File: config.mk
export PLATFORM = sky130hd
export DESIGN_NAME = gpio_bank
export DESIGN_NICKNAME = d
export VERILOG_FILES = /design/src/rtl/gpio_pkg.sv /design/src/rtl/gpio_sync.sv /design/src/rtl/gpio_port.sv /design/src/rtl/gpio_bank.sv
export SDC_FILE = /design/constraint.sdc
export NUM_CORES = 1
export LEC_CHECK = 0
export BUFFER_PORTS_ARGS = -buffer_cell sky130_fd_sc_hd__clkbuf_2
export CORE_AREA = 2 2 258 260
export DETAILED_ROUTE_END_ITERATION = 8
export DIE_AREA = 0 0 260 262
export HOLD_SLACK_MARGIN = 0.02
export SLEW_MARGIN = 10
export SYNTH_ARGS = -nofsm -noshare
export SYNTH_HDL_FRONTEND = slang
export SYNTH_SLANG_ARGS = --single-unit
File: constraint.sdc
create_clock -name clk -period 5.46 [get_ports clk]
set_input_delay 0.546 -clock clk [delete_from_list [all_inputs] [get_ports clk]]
set_output_delay 0.546 -clock clk [all_outputs]
set_load 0.02 [all_outputs]
File: src/rtl/gpio_pkg.sv
package gpio_pkg;
  localparam int PW = 8;

  // Read value of one port: latch for outputs, synced pin for inputs,
  // or the latch on every pin when forced.
  function automatic logic [PW-1:0] rd_mix(input logic [PW-1:0] dir,
                                           input logic [PW-1:0] lat,
                                           input logic [PW-1:0] pin,
                                           input logic          force_lat);
    if (force_lat) return lat;
    return (dir & lat) | (~dir & pin);
  endfunction

  // Expand two nibble pull-up bits onto 8 pins, gated by input direction.
  function automatic logic [PW-1:0] pu_expand(input logic [1:0]    nib,
                                              input logic [PW-1:0] dir,
                                              input logic          usable);
    logic [PW-1:0] grp;
    grp = {{(PW/2){nib[1]}}, {(PW/2){nib[0]}}};
    return grp & ~dir & {PW{usable}};
  endfunction
endpackage

File: src/rtl/gpio_sync.sv
module gpio_sync #(
  parameter int W = 8
) (
  input  logic         clk,
  input  logic         rst_n,
  input  logic [W-1:0] d,
  output logic [W-1:0] q
);
  logic [W-1:0] stage1;

  always_ff @(posedge clk or negedge rst_n) begin
    if (!rst_n) begin
      stage1 <= '0;
      q      <= '0;
    end else begin
      stage1 <= d;
      q      <= stage1;
    end
  end
endmodule

File: src/rtl/gpio_port.sv
module gpio_port
  import gpio_pkg::*;
#(
  parameter logic [PW-1:0] NODIR_MASK  = '0,
  parameter bit            LATCH_RD_EN = 1'b0
) (
  input  logic          clk,
  input  logic          rst_n,
  input  logic          dir_we,
  input  logic          dat_we,
  input  logic [PW-1:0] wdata,
  input  logic          force_lat,
  input  logic [1:0]    pu_nib,
  input  logic          usable,
  input  logic [PW-1:0] pin_s,
  output logic [PW-1:0] dir_rd,
  output logic [PW-1:0] dat_rd,
  output logic [PW-1:0] out_q,
  output logic [PW-1:0] oe,
  output logic [PW-1:0] pu
);
  logic [PW-1:0] dir_q;
  logic [PW-1:0] lat_q;

  always_ff @(posedge clk or negedge rst_n) begin
    if (!rst_n) begin
      dir_q <= '0;
      lat_q <= '0;
    end else begin
      if (dir_we && usable) dir_q <= wdata & ~NODIR_MASK;
      if (dat_we && usable) lat_q <= wdata;
    end
  end

  always_comb begin
    dir_rd = dir_q & {PW{usable}};
    dat_rd = usable ? rd_mix(dir_q, lat_q, pin_s, force_lat && LATCH_RD_EN) : '0;
    out_q  = lat_q & {PW{usable}};
    oe     = dir_q & {PW{usable}};
    pu     = pu_expand(pu_nib, dir_q, usable);
  end
endmodule

File: src/rtl/gpio_bank.sv
module gpio_bank
  import gpio_pkg::*;
#(
  parameter int NPORTS     = 14,
  parameter int AW         = 6,
  parameter int LOCK_BASE  = 11,
  parameter int LATCH_PORT = 1,
  parameter int NODIR_PORT = 8,
  parameter int NODIR_BIT  = 5
) (
  input  logic                 clk,
  input  logic                 rst_n,
  input  logic [AW-1:0]        bus_addr,
  input  logic [7:0]           bus_wdata,
  input  logic                 bus_we,
  output logic [7:0]           bus_rdata,
  input  logic [NPORTS*8-1:0]  pin_in,
  output logic [NPORTS*8-1:0]  pin_out,
  output logic [NPORTS*8-1:0]  pin_oe,
  output logic [NPORTS*8-1:0]  pin_pu
);
  localparam int NPU       = (2*NPORTS + 8) / 8;
  localparam int PU_BASE   = 2*NPORTS;
  localparam int CTRL_ADDR = PU_BASE + NPU;
  localparam int NREG      = CTRL_ADDR + 1;

  logic [NPU*8-1:0]    pu_q;
  logic                latch_rd_q;
  logic                unlocked;
  logic [NPORTS*8-1:0] pin_s;
  logic [PW-1:0]       dir_rd [NPORTS];
  logic [PW-1:0]       dat_rd [NPORTS];

  assign unlocked = pu_q[NPU*8-1];

  gpio_sync #(.W(NPORTS*8)) u_sync (
    .clk(clk), .rst_n(rst_n), .d(pin_in), .q(pin_s)
  );

  for (genvar k = 0; k < NPU; k++) begin : g_pu
    always_ff @(posedge clk or negedge rst_n) begin
      if (!rst_n) pu_q[k*8 +: 8] <= '0;
      else if (bus_we && bus_addr == AW'(PU_BASE + k)) pu_q[k*8 +: 8] <= bus_wdata;
    end
  end

  always_ff @(posedge clk or negedge rst_n) begin
    if (!rst_n) latch_rd_q <= 1'b0;
    else if (bus_we && bus_addr == AW'(CTRL_ADDR)) latch_rd_q <= bus_wdata[0];
  end

  for (genvar p = 0; p < NPORTS; p++) begin : g_port
    localparam logic [PW-1:0] NDM = (p == NODIR_PORT) ? PW'(1 << NODIR_BIT) : '0;
    logic usable;
    assign usable = (p < LOCK_BASE) || unlocked;
    gpio_port #(.NODIR_MASK(NDM), .LATCH_RD_EN(p == LATCH_PORT)) u_port (
      .clk      (clk),
      .rst_n    (rst_n),
      .dir_we   (bus_we && bus_addr == AW'(2*p)),
      .dat_we   (bus_we && bus_addr == AW'(2*p + 1)),
      .wdata    (bus_wdata),
      .force_lat(latch_rd_q),
      .pu_nib   (pu_q[2*p +: 2]),
      .usable   (usable),
      .pin_s    (pin_s[p*8 +: 8]),
      .dir_rd   (dir_rd[p]),
      .dat_rd   (dat_rd[p]),
      .out_q    (pin_out[p*8 +: 8]),
      .oe       (pin_oe[p*8 +: 8]),
      .pu       (pin_pu[p*8 +: 8])
    );
  end

  always_comb begin
    bus_rdata = '0;
    for (int p = 0; p < NPORTS; p++) begin
      if (int'(bus_addr) == 2*p)     bus_rdata = dir_rd[p];
      if (int'(bus_addr) == 2*p + 1) bus_rdata = dat_rd[p];
    end
    for (int k = 0; k < NPU; k++)
      if (int'(bus_addr) == PU_BASE + k) bus_rdata = pu_q[k*8 +: 8];
    if (int'(bus_addr) == CTRL_ADDR) bus_rdata = {7'b0, latch_rd_q};
  end
endmodule

Word level (Yosys, flattened, before mapping):

Cells that the tools add are included.

* flip-flop bits (word level): 480
* input port bits: 129
* output and inout bits: 344
* word-level logic and storage cells: 258

* eq/ne operators: 64
* muxes and demuxes: 39
* bitwise gates (word level): 79
* reductions and logical operators: 41

Operators with widths (number)
* $and 8x8->8: 51
* $mux 8: 38
* $eq 6x5->1 const B: 24
* $not 8->8: 14
* $or 8x8->8: 14
* $eq 6x6->1 const B: 18
* $eq 6x4->1 const B: 12
* $logic_and 1x1->1: 39
* $eq 6x3->1 const B: 6
* $eq 6x2->1 const B: 3
* $logic_not 6->1: 2
* $eq 6x1->1 const B: 1
* $mux 1: 1

Depth between registers and ports, before layout:

* word-level depth: 35
* mapped depth: 10
* depth with buffers taken out: 6

By module:

A second synthesis with hierarchy kept.

* cell total of the unflattened synthesis: 2048
* area, all modules: 24770.0 sq um

By module, submodules not included
* gpio_port (g_port[0].u_port ...): times used 12, cells an instance 87, area each 1028.5 sq um, sequential area each 400.4 sq um
* gpio_sync: times used 1, cells an instance 224, area each 5605.4 sq um, sequential area each 5605.4 sq um
* gpio_bank: times used 1, cells an instance 597, area each 4760.8 sq um, sequential area each 825.8 sq um
* gpio_port (g_port[1].u_port): times used 1, cells an instance 98, area each 1078.5 sq um, sequential area each 400.4 sq um
* gpio_port (g_port[8].u_port): times used 1, cells an instance 85, area each 983.4 sq um, sequential area each 375.4 sq um

Worst setup path after synthesis:

No wires, ideal clock.

* kind: input port to output port
* from: input bus_addr[4]
* to: output bus_rdata[1]
* arrival time: 2.417 ns
* data required time: 4.914 ns
* path slack: 2.497 ns
* stages: 8
* cells stage by stage: buf_2 > or4b_1 > clkbuf_1 > buf_1 > o32a_1 > o211ai_1 > a21oi_1 > o221ai_1

* longest elaborated chain between the ends: 34
* elaborated cells on any way between the ends: 66
* those cells by class: eq/ne (32); mux (33); reduce/logical (1)

RTL lines
* from (decl): RTL line gpio_bank.sv:13 `input logic [AW-1:0] bus_addr,`
* $logic_not 6->1: RTL line gpio_bank.sv:77 `if (int'(bus_addr) == 2*p) bus_rdata = dir_rd[p];`
* $mux 8: RTL line gpio_bank.sv:77
* $mux 8: RTL line gpio_bank.sv:78 `if (int'(bus_addr) == 2*p + 1) bus_rdata = dat_rd[p];`
* $mux 8: RTL line gpio_bank.sv:77
* $mux 8: RTL line gpio_bank.sv:78
* $mux 8: RTL line gpio_bank.sv:77
* $mux 8: RTL line gpio_bank.sv:78
* $mux 8: RTL line gpio_bank.sv:77
* [15 not listed]
* $mux 8: RTL line gpio_bank.sv:77
* $mux 8: RTL line gpio_bank.sv:78
* $mux 8: RTL line gpio_bank.sv:77
* $mux 8: RTL line gpio_bank.sv:78
* $mux 8: RTL line gpio_bank.sv:77
* $mux 8: RTL line gpio_bank.sv:78
* $mux 8 (4 in series): RTL line gpio_bank.sv:81 `if (int'(bus_addr) == PU_BASE + k) bus_rdata = pu_q[k*8 +: 8];`
* $mux 8 *: RTL line gpio_bank.sv:82 `if (int'(bus_addr) == CTRL_ADDR) bus_rdata = {7'b0, latch_rd_q};`
* to (decl): RTL line gpio_bank.sv:16 `output logic [7:0] bus_rdata,`

Mark *: on every way between the ends. The rest lies on a longest branch, timed or not.

Worst setup path in the final report:

* from: input bus_addr[1]
* to: output bus_rdata[1]

The elaborated chain is that of the path after synthesis.

==> report_table.html <==
<table>
<tr><th>Metric</th><th>Value</th></tr>
<tr><th colspan="2">Outcome</th></tr>
<tr><td>Result of the run</td><td>complete, no violations</td></tr>
<tr><th colspan="2">Synth</th></tr>
<tr><td>Number of synthesized flops with an enable pin</td><td>0</td></tr>
<tr><td>Ys flop type</td><td>dfrtp_1</td></tr>
<tr><td>Number of warnings issued by yosys</td><td>0</td></tr>
<tr><td>Share of synthesized registers carrying an async set or reset</td><td>1.000</td></tr>
<tr><td>Post-Synthesis Cells</td><td>1680</td></tr>
<tr><td>Part of the Yosys area used for sequential elements</td><td>0.5799</td></tr>
<tr><td>Summed instance area of the synthesized netlist</td><td>20710 sq um</td></tr>
<tr><td>Number of library cell types mapped by synthesis</td><td>81</td></tr>
<tr><td>Mean instance size in the synthesized netlist</td><td>12.33 sq um</td></tr>
<tr><td>Number of nets in the synthesized netlist</td><td>1809</td></tr>
<tr><td>Flip-flop and latch count after synthesis</td><td>480</td></tr>
<tr><th colspan="2">Drt</th></tr>
<tr><td>DR iter-0 viols</td><td>1394</td></tr>
<tr><td>Length of routed wiring on met1</td><td>39040 um</td></tr>
<tr><td>Routed met3 length</td><td>5972 um</td></tr>
<tr><td>Wire length on met2</td><td>44580 um</td></tr>
<tr><td>DR top layer</td><td>met5</td></tr>
<tr><td>Count of vias placed by the detailed router</td><td>16280</td></tr>
<tr><td>Post-route ant nets</td><td>0</td></tr>
<tr><td>Routed length per placed instance</td><td>30.26 um</td></tr>
<tr><td>1st-pass router iterations</td><td>5</td></tr>
<tr><td>Post-detailed-route via-to-cell ratio</td><td>5.356</td></tr>
<tr><td>Drt drc</td><td>0</td></tr>
<tr><td>Wire length after detailed routing</td><td>91950 um</td></tr>
<tr><th colspan="2">Cells and area</th></tr>
<tr><td>Non-filler instance count after layout</td><td>3039</td></tr>
<tr><td>Multi-input gate area</td><td>8198 sq um</td></tr>
<tr><td>Commonest cells after routing, fill and taps aside</td><td>dfrtp_1 (479), clkbuf_2 (468), mux2_2 (268)</td></tr>
<tr><td>Flip-flop and latch area</td><td>12010 sq um</td></tr>
<tr><td>Area delta synth-&gt;final</td><td>23.79%</td></tr>
<tr><td>Fraction of final layout cells sized beyond drive strength 1</td><td>0.4044</td></tr>
<tr><td>Most common cell after layout, fill and taps aside</td><td>dfrtp_1</td></tr>
<tr><td>Layout filler cell count</td><td>6408</td></tr>
<tr><td>Final nets</td><td>2261</td></tr>
<tr><th colspan="2">Worst setup path</th></tr>
<tr><td>Data arrival time of the worst path</td><td>3860 ps</td></tr>
<tr><td>Largest stage delay, worst path</td><td>610 ps</td></tr>
<tr><td>Category of the worst setup path capture point</td><td>output pin</td></tr>
<tr><td>Cell Chain, Critical Path</td><td>buf_4 &gt; or2_2 &gt; nor2_1 &gt; a311oi_1 &gt; o211ai_1 &gt; a21oi_1 &gt; o221ai_1 &gt; clkbuf_2</td></tr>
<tr><td>CP delay by family, top</td><td>compound AO/OA/AOI/OAI gates</td></tr>
<tr><td>Kind of critical path</td><td>in2out</td></tr>
<tr><td>Max FO, Critical Path</td><td>44</td></tr>
<tr><td>Req. time, crit path</td><td>4910 ps</td></tr>
<tr><td>CP max-delay cell</td><td>a311oi_1</td></tr>
<tr><td>Sum of buffers and inverters on the critical path</td><td>2</td></tr>
<tr><td>Category of the worst setup path launch point</td><td>input pin</td></tr>
<tr><th colspan="2">Pwr</th></tr>
<tr><td>Power per cell area</td><td>361.9 nW/um^2</td></tr>
<tr><td>Peak supply drop</td><td>0.1978 mV</td></tr>
<tr><td>Static Leak</td><td>12.25 nW</td></tr>
<tr><th colspan="2">STA</th></tr>
<tr><td>Final Skew</td><td>9.795 ps</td></tr>
<tr><td>Final setup violation count</td><td>0</td></tr>
<tr><td>Final-report hold violation count</td><td>0</td></tr>
<tr><td>Total negative slack</td><td>0 ps</td></tr>
<tr><td>Clock period minus final worst setup slack</td><td>4404 ps</td></tr>
<tr><td>Max Transition Viols Final</td><td>0</td></tr>
<tr><td>Slew of the pin with the lowest slew margin</td><td>1175 ps</td></tr>
<tr><td>Unrepaired setup endpoints after global routing</td><td>false</td></tr>
<tr><td>Fmax</td><td>227.1 MHz</td></tr>
<tr><td>Tightest slew margin relative to the limit</td><td>0.2164</td></tr>
<tr><td>Portion of the clock cycle consumed by the worst path in the final layout</td><td>0.8065</td></tr>
<tr><th colspan="2">CTS</th></tr>
<tr><td>Number of hold-repair buffers added at the cts stage</td><td>0</td></tr>
<tr><td>Number of resized instances in the post-cts repair step</td><td>0</td></tr>
<tr><td>Total clock buffers created by CTS</td><td>52</td></tr>
<tr><td>Clk root buf</td><td>clkbuf_16</td></tr>
<tr><td>Post-CTS Setup Repair Bufs</td><td>0</td></tr>
<tr><td>Clock transition time at the flip-flop clock pins of the worst setup and hold paths</td><td>60 ps</td></tr>
<tr><td>Insertion delay to the later sink of the worst-skew pair</td><td>600 ps</td></tr>
<tr><td>Count of clock tree sinks</td><td>480</td></tr>
<tr><td>TritonCTS clock tree</td><td>built</td></tr>
<tr><td>Maximum root-to-sink buffer count</td><td>3</td></tr>
<tr><td>H-tree level count</td><td>2</td></tr>
<tr><th colspan="2">Global route</th></tr>
<tr><td>Initial antenna violation count</td><td>6</td></tr>
<tr><td>Congestion Overflow GR</td><td>0</td></tr>
<tr><td>Overall global routing resource usage</td><td>0.2661</td></tr>
<tr><td>First-pass GRT wire length</td><td>128800 um</td></tr>
<tr><td>Number of global-route vias before repair</td><td>16710</td></tr>
<tr><td>Largest net degree at the start of global routing</td><td>131</td></tr>
<tr><th colspan="2">Job</th></tr>
<tr><td>Maxcap violations</td><td>0</td></tr>
<tr><th colspan="2">Die</th></tr>
<tr><td>Starting Density</td><td>0.3173</td></tr>
<tr><td>Height of the die</td><td>262 um</td></tr>
<tr><td>Top Ports</td><td>473</td></tr>
<tr><td>Number of core rows</td><td>94</td></tr>
<tr><td>Floorplan die area</td><td>68120 sq um</td></tr>
<tr><td>Horizontal die dimension</td><td>260 um</td></tr>
<tr><td>Placeable core area</td><td>65280 sq um</td></tr>
<tr><th colspan="2">Place</th></tr>
<tr><td>Placed insts</td><td>2942</td></tr>
<tr><td>Hpwl dp</td><td>67170 um</td></tr>
<tr><td>Placer congestion estimate</td><td>0.9336</td></tr>
<tr><td>Number of I/O port buffers</td><td>471</td></tr>
<tr><th colspan="2">Hold path</th></tr>
<tr><td>Path class of the lowest-slack min-delay path</td><td>in2reg</td></tr>
</table>
flip-flops by register name, summed over array words and instances, names as in the netlist:
register / cells
g_port.u_port.dir_q: 111
u_sync.stage1: 112
u_sync.q: 112
g_port.u_port.lat_q: 112
g_port.usable: 1
latch_rd_q: 1
pu_q: 31
layer usage:
metal / GRT usage / vias to the layer above
met3: 0.04861 / 118
met1: 0.3555 / 8512
met5: 0 / -
li1: - / 6955
met2: 0.4445 / 691
met4: 0.07232 / 2
kinds of logic after synthesis:
| family | Yosys count | synth area share |
|---|---|---|
| DFF | 480 | 0.5799 |
| and+or+nand+nor | 437 | 0.1208 |
| muxes | 327 | 0.1754 |
| AOI/OAI and AO/OA | 312 | 0.09900 |
| buffers and inverters | 123 | 0.02476 |
| other | 1 | 0.0001810 |
layout make-up:
| class | count | share of cell area |
|---|---|---|
| antenna | 4 | 0.0003903 |
| timing repair buffer | 503 | 0.1029 |
| inverter | 18 | 0.002635 |
| multi-input combinational | 1077 | 0.3197 |
| clock buffer | 82 | 0.06065 |
| sequential | 480 | 0.4685 |
| tap | 864 | 0.04216 |
| clock inverter | 11 | 0.003172 |
Yosys cell counts, types with 4 or more instances:
cell,n,area [sq um]
a211oi_1,17,127.6
a311oi_1,5,43.79
nor4_1,6,37.54
buf_2,26,130.1
nand4_1,7,43.79
a31oi_1,18,112.6
nor2b_1,107,669.4
o221ai_1,9,78.83
o31ai_1,4,30.03
a2111oi_0,11,96.34
nor3b_1,5,37.54
o21ai_0,85,425.4
o2111ai_1,4,35.03
nor3_1,15,75.07
a21boi_0,4,30.03
o22ai_1,15,93.84
nor2_2,6,37.54
a22oi_1,5,37.54
and3b_1,4,35.03
mux2i_1,57,570.6
nand3_1,19,95.09
buf_1,8,30.03
mux2_2,268,3018
nor2_1,69,259.0
a211o_1,7,61.31
clkbuf_1,67,251.5
or3b_2,5,43.79
a31o_2,4,35.03
a21oi_1,65,325.3
nand3b_1,21,157.7
dfrtp_1,480,12010
nand2_1,75,281.5
o211ai_1,14,105.1
and2_1,51,319.1
inv_1,16,60.06
a21o_1,6,45.04
nand2b_1,15,93.84
power breakdown:
| part | leakage, nW | internal [mW] | total [mW] | switching [mW] |
|---|---|---|---|---|
| combinational | 5.43 | 0.566 | 1.56 | 0.998 |
| clock | 0.794 | 1.95 | 3.39 | 1.44 |
| sequential | 6.02 | 3.86 | 4.33 | 0.470 |
through the flow:
stage / power, mW / hold WS, ps / area, sq um / utilization / setup WS, ps
3_5_place_dp: 5.957 / 334.7 / 24000 / 0.3676 / 1158
5_1_grt: 9.623 / 26.28 / 25630 / 0.3927 / 971.5
3_3_place_gp: 5.945 / 333.7 / 24000 / 0.3676 / 1245
2_1_floorplan: 5.035 / 250.4 / 20710 / - / 2497
6_report: 9.281 / 51.42 / 25640 / 0.3929 / 1056
4_1_cts: 9.354 / 24.61 / 25630 / 0.3927 / 1103
path summary, 6_finish.rpt:
path / from / endpoint / slack [ps] / cells past startpoint
max in group asynchronous: rst_n / u_sync.stage1[25] / 4100 / 2
worst max-delay path: bus_addr[1] / bus_rdata[1] / 1060 / 8
min in group asynchronous: rst_n / u_sync.stage1[58] / 70 / 1
worst min register to register: u_sync.stage1[9] / u_sync.q[9] / 340 / 0
worst min-delay path: pin_in[110] / u_sync.stage1[110] / 50 / 1
worst max register to register: g_port[11].usable / g_port[11].u_port.lat_q[6] / 3060 / 3
Power figures use the tool's default switching activity.
